File: src/rtl/wp_exc_report.sv
module wp_exc_report #(
  parameter int ADDR_W = 32,
  parameter int LVL_W  = 2
) (
  input  logic              clk,
  input  logic              rst_n,
  input  logic              hit_valid,
  input  logic              hit_cpu,
  input  logic              hit_write,
  input  logic [ADDR_W-1:0] hit_addr,
  input  logic              qualified,
  input  logic [LVL_W-1:0]  tgt_lvl,
  input  logic [LVL_W-1:0]  cur_lvl,
  input  logic              long_desc,
  output logic              abort_req,
  output logic              resume_req,
  output logic [31:0]       syndrome,
  output logic [9:0]        fault_status,
  output logic [ADDR_W-1:0] fault_addr
);

  localparam logic [5:0] WP_CLASS  = 6'h34;
  localparam logic [5:0] LOW_CODE  = 6'h22;
  localparam logic [9:0] FSR_LONG  = 10'h200 | 10'h022;
  localparam logic [9:0] FSR_SHORT = 10'h002;

  logic        take;
  logic        same_lvl;
  logic [31:0] syn_next;
  logic [9:0]  fsr_next;

  assign take     = hit_valid & hit_cpu;
  assign same_lvl = (tgt_lvl == cur_lvl);
  assign syn_next = {WP_CLASS | {5'b0, same_lvl}, 17'b0, 1'b0, 1'b0, hit_write, LOW_CODE};
  assign fsr_next = long_desc ? FSR_LONG : FSR_SHORT;

  always_ff @(posedge clk) begin
    if (!rst_n) begin
      abort_req    <= 1'b0;
      resume_req   <= 1'b0;
      syndrome     <= '0;
      fault_status <= '0;
      fault_addr   <= '0;
    end else begin
      abort_req  <= take & qualified;
      resume_req <= take & ~qualified;
      if (take && qualified) begin
        syndrome     <= syn_next;
        fault_status <= fsr_next;
        fault_addr   <= hit_addr;
      end
    end
  end


  abort_follows_hit_chk: assert property (@(posedge clk) disable iff (!rst_n)
    (hit_valid && hit_cpu && qualified) |=> abort_req);


  resume_follows_hit_chk: assert property (@(posedge clk) disable iff (!rst_n)
    (hit_valid && hit_cpu && !qualified) |=> resume_req);


  req_exclusive_chk: assert property (@(posedge clk) disable iff (!rst_n)
    !(abort_req && resume_req));


  foreign_hit_ignored_chk: assert property (@(posedge clk) disable iff (!rst_n)
    !(hit_valid && hit_cpu) |=> !(abort_req || resume_req));


  regs_hold_chk: assert property (@(posedge clk) disable iff (!rst_n)
    !abort_req |-> ($stable(syndrome) && $stable(fault_status) && $stable(fault_addr)));


  addr_capture_chk: assert property (@(posedge clk) disable iff (!rst_n)
    (hit_valid && hit_cpu && qualified) |=> (fault_addr == $past(hit_addr)));


  syn_low_chk: assert property (@(posedge clk) disable iff (!rst_n)
    abort_req |-> (syndrome[5:0] == 6'h22 && syndrome[8] == 1'b0));

endmodule

File: config.mk
export PLATFORM = sky130hd
export DESIGN_NAME = wp_exc_report
export DESIGN_NICKNAME = d
export VERILOG_FILES = /design/src/rtl/wp_exc_report.sv
export SDC_FILE = /design/constraint.sdc
export NUM_CORES = 1
export LEC_CHECK = 0
export BUFFER_PORTS_ARGS = -buffer_cell sky130_fd_sc_hd__buf_2
export CAP_MARGIN = 5
export CORE_MARGIN = 5
export CORE_UTILIZATION = 30
export DETAILED_ROUTE_END_ITERATION = 8
export GPL_ROUTABILITY_DRIVEN = 0
export PLACE_DENSITY_LB_ADDON = 0.08
export SLEW_MARGIN = 20
export SYNTH_ARGS = -nofsm -noshare
export SYNTH_HDL_FRONTEND = slang
export SYNTH_SLANG_ARGS = --single-unit
File: constraint.sdc
create_clock -name clk -period 1.7 [get_ports clk]
set_clock_uncertainty 0.15 [all_clocks]
set_input_delay 0.085 -clock clk [delete_from_list [all_inputs] [get_ports clk]]
set_output_delay 0.085 -clock clk [all_outputs]
set_load 0.03 [all_outputs]
==> metrics.yaml, run 1 <==
outcome:
  status: "finished, final reports clean"
placement:
  place_area_mm2: 0.00215
  numPortBuffers: 86
  dp_hpwl_mm: 3.08
setup_path:
  worstRegToRegCells: 2
  r2r-end: "fault_addr[22]"
  r2r_start: "fault_addr[22]"
  critical_path_arrival_ns: 1.62
  crit_path_start: "tgt_lvl[0]"
  endpoint_kind: "register"
  crit_type: "input pin to register"
  endpoint: "syndrome[26]"
  crit_required_ns: 1.78
  cp_max_fo: 1
  startpoint_type: "input pin"
  reg2reg_slack_ns: 0.90
route:
  drc: 0
  wire_per_inst_um: 11.4
  drt_iter0_markers: 37
  first_pass_iters: 4
  wirelength_mm: 4.48
  vias_per_cell: 3.99
  via_count: 1567
  ant_nets: 0
flow_run:
  maxCapViolCount: 0
global_route:
  overflow: 0
  grtUsageTotal: 0.113
  grt_pass1_wl_mm: 6.93
  grt_max_degree: 38
  grt_pass1_vias: 1540
  antenna_found_initial: 0
pwr:
  clock_power_share: 0.291
  p_sw_frac: 0.291
  p_comb_frac: 0.226
  peakVddDrop_mv: 0.325
  pwr_density_cell_mw_per_mm2: 737
  leakage_uw: 0.00122
  p_seq_frac: 0.483
  p_int_uw: 1370
  finalPower_uw: 1930
  switchingPower_uw: 562
synth:
  yosysWarnings: 0
  synth_top_family_by_area: "buffers and inverters"
  synth_cell_types: 19
  synth_fa_ha_area_frac: 0
  synth_compound_area_frac: 0.199
  syn_inst: 200
  synth-xor-area-share: 0.00956
  synth_seq_cells: 38
  netlist_area_mm2: 0.00183
  syn_avg_cell_area_um2: 9.17
  synthMuxAreaShare: 0
  synth-simple-area-share: 0.171
  synth_seq_area_share: 0.415
sta:
  min_period_ns: 1.54
  rsz0062_at_grt: "false"
  fmax_ghz: 0.650
  finalMaxSlewViolations: 0
  hold_viol: 0
  period_share: 0.906
  fin_tns_setup_ns: 0
  setup_viol: 0
die:
  dieWidth_um: 88.2
  dieArea_mm2: 0.00777
  start_util: 0.310
  fp.dieH_um: 88.2
  io_pins: 119
  rows: 28
  core_area_mm2: 0.00592
clock_tree:
  post_cts_buffers: 0
  numCtsBuffers: 5
  clock_latency_ns: 0.27
  clk_pin_slew_ns: 0.07
  cts_tree: "yes"
  htree_levels: 2
  clock-sinks: 38
  cts_resized: 0
  clk_path_buf_depth: 2
  clockRootBuffer: "clkbuf_8"
  cts_hold_buffers: 40
final_layout:
  layout_common_cells: "buf_2 (86), nand2_1 (65), dlygate4sd3_1 (40)"
  final_area_mm2: 0.00263
  final_common_cell: "buf_2"
  drive_above_1_share: 0.399
  postLayoutCoreUtil: 0.443
  syn2layout_area_growth_pct: 43.2
  nNetsFinal: 361
  n_antenna_cell: 0
worst_hold_path:
  worstHoldPathType: "input pin to register"
[worst max-delay path, cell delays in order]
cell	delay [ns]
dlygate4sd3_1	0.53
buf_2	0.13
xnor2_1	0.13
dlygate4sd3_1	0.58
nand4_1	0.09
nand2_1	0.07
[how the worst min path moves through the flow]
stage / start / to / depth (start not counted)
final: rst_n / syndrome[5] / 2
after global routing: rst_n / syndrome[5] / 2
after CTS: rst_n / syndrome[5] / 2
after detailed placement: hit_addr[13] / fault_addr[13] / 3
after global placement: long_desc / fault_status[5] / 3
after floorplan: hit_addr[13] / fault_addr[13] / 2
[power by group through the flow]
stage / logic, µW / registers [µW] / clock network (µW)
after floorplan: 269 / 1010 / 0
after global placement: 364 / 955 / 0
after detailed placement: 365 / 955 / 0
after CTS: 438 / 935 / 601
after global routing: 471 / 939 / 642
final: 436 / 935 / 563
[state kept, by name, indices dropped and copies added, names as in the netlist]
signal and count:
fault_status 1, resume_req 1, syndrome 3, abort_req 1, fault_addr 32
[Yosys cell counts (all sizes together)]
cell	number	share of area
and3	1	0.0034
nand2	69	0.15
xnor2	2	0.0096
dfxtp	38	0.42
and4b	1	0.0061
o21a	1	0.0041
buf	46	0.20
a21boi	34	0.19
conb	1	0.0020
nand4	1	0.0034
clkbuf	3	0.0061
and2	1	0.0034
nand3	2	0.0082
[stage by stage]
stage          instances  setup WS (ns)  hold WS, ns
6_report             393          0.161       0.0500
5_1_grt              393         0.0717       0.0561
4_1_cts              393          0.194       0.0487
3_5_place_dp         346          0.474        0.184
3_3_place_gp         346          0.499        0.181
2_1_floorplan        231          0.667       0.0617
[cells by family after synthesis]
logic type,Yosys count
AOI/OAI and AO/OA,35
xor gates and xnor gates,2
buffers and inverters,49
DFF,38
other,1
and+or+nand+nor,75
[routing by layer]
metal,wire [µm],up-vias,GRT usage
met1,1840,690,0.136
met5,0,-,0
met2,2120,74,0.194
li1,-,799,-
met4,27,0,0.0330
met3,490,4,0.0357
[final cells by class]
cell class	count	area, µm²
well taps	75	93.8
multi-input cells	144	816
flip-flops and latches	38	761
repair buffers	129	878
fillers	603	3300
clock buffers	7	76.3
Note: power is estimated with default switching activity, not from simulation.
==> inputs of run 2 (changes only) <==
==> constraint.sdc (replaced) <==
create_clock -name clk -period 1.7 [get_ports clk]
set_clock_uncertainty 0.15 [all_clocks]
set_input_delay 0 -clock clk [delete_from_list [all_inputs] [get_ports clk]]
set_output_delay 0 -clock clk [all_outputs]
set_load 0.03 [all_outputs]
==> metrics.yaml, run 2 (synthesis gave the netlist of run 1 again) <==
flow_run:
  maxCapViolCount: 0
die:
  io_pins: 119
  core_area_mm2: 0.00592
  fp.dieH_um: 88.2
  dieWidth_um: 88.2
  dieArea_mm2: 0.00777
  start_util: 0.310
  rows: 28
placement:
  numPlacedInstances: 346
  numPortBuffers: 86
  dp_slack_ns: 0.564
  place_area_mm2: 0.00214
  dp_hpwl_mm: 3.06
final_layout:
  top_regs: "fault_addr x32, syndrome x3"
  final_area_mm2: 0.00266
  layout_common_cells: "buf_2 (86), nand2_1 (65), dlygate4sd3_1 (45)"
  n_antenna_cell: 0
  nNetsFinal: 366
  ff_latch_area_um2: 761
  largest_reg_flops: 32
  syn2layout_area_growth_pct: 45.3
  final_common_cell: "buf_2"
  fin_cells: 398
  drive_above_1_share: 0.393
  nFillCells: 603
  multi_input_area_um2: 816
  top_register: "fault_addr"
setup_path:
  cp_max_fo: 20
  path_cells: "dlygate4sd3_1 -> buf_2 -> and4b_2 -> dlygate4sd3_1"
  crit_required_ns: 1.78
  max_stage_delay_ns: 0.53
  startpoint_type: "input pin"
  r2r_start: "fault_addr[22]"
  crit_type: "input pin to register"
  reg2reg_slack_ns: 0.40
  crit_path_start: "rst_n"
  endpoint_kind: "register"
  critPathTopFamily: "buffers and inverters"
  slowest_stage: "dlygate4sd3_1"
  cp_common_cell: "dlygate4sd3_1"
  path_buf_inv: 3
  critical_path_arrival_ns: 1.64
route:
  wire_per_inst_um: 11.6
  wl_met1_mm: 1.88
  wl_met3_um: 521
  vias_per_cell: 3.98
  drt_iter0_markers: 39
  wirelength_mm: 4.63
  ant_nets: 0
  drc: 0
  routed.top_layer: "met4"
  routed-wl-met2_mm: 2.18
  via_count: 1583
  first_pass_iters: 4
global_route:
  grt_pass1_wl_mm: 7.07
  antenna_found_initial: 0
  grt_max_degree: 38
  grt_pass1_vias: 1532
  grtUsageTotal: 0.116
  overflow: 0
pwr:
  leakage_uw: 0.00125
  finalPower_uw: 1950
  peakVddDrop_mv: 0.339
  pwr_density_cell_mw_per_mm2: 732
clock_tree:
  cts_resized: 0
  htree_levels: 2
  clk_pin_slew_ns: 0.07
  clockRootBuffer: "clkbuf_8"
  post_cts_buffers: 0
  clock_latency_ns: 0.28
  clock-sinks: 38
  numCtsBuffers: 5
  clk_path_buf_depth: 2
  cts_tree: "yes"
sta:
  fmax_ghz: 0.641
  period_share: 0.917
  min_period_ns: 1.56
  fin_tns_setup_ns: 0
  setup_viol: 0
  hold_viol: 0
  finalMaxSlewViolations: 0
  setup_ws_ns: 0.141
  rsz0062_at_grt: "false"
worst_hold_path:
  hold_start: "hit_cpu"
  worstHoldPathType: "input pin to register"
outcome:
  status: "finished, final reports clean"
run 2: changes by cell type in the layout (fill, tap and decap cells not counted), sizes merged:
| cell | before | now |
|---|---|---|
| dlygate4sd3 | 40 | 45 |
run 2: final timing paths:
| path | endpoint | cells after the start |
|---|---|---|
| min reg2reg | syndrome[26] | 2 |
| min | fault_addr[26] | 4 |
| max | resume_req | 4 |
| max reg2reg | fault_addr[22] | 3 |
run 2: area by class of cell:
class / instances / share of cell area
tap: 75 / 0.0352
timing repair buffer: 134 / 0.344
clock buffer: 7 / 0.0287
multi-input combinational: 144 / 0.306
sequential: 38 / 0.286
run 2: layer usage:
metal  up-vias  global-route usage
met2        78               0.199
met4         0              0.0330
met5         -                   0
met1       693               0.138
met3         5              0.0376
li1        807                   -
run 2: power by group:
part	switching, µW	internal, µW	total [µW]
clock	292	282	574
sequential	14.5	919	934
combinational	268	173	441
total	574	1370	1950
run 2: metrics by stage:
step | util | hold slack [ns]
final | 0.450 | 0.193
after detailed placement | 0.361 | 0.0975
after floorplan | - | -0.0233
after CTS | 0.450 | 0.207
after global routing | 0.450 | 0.231
after global placement | 0.361 | 0.0956
run 2: worst register-to-register path, cell delays in order, from the launching register on:
cell and delay, ns:
dfxtp_1 0.34, nand2_1 0.05, a21boi_0 0.15, dlygate4sd3_1 0.56
run 2: timing repair:
item | CTS | global route
hold buffers | 45 | 0
endpoints found under the setup margin | 0 | 0
hold endpoints to repair | 37 | 0
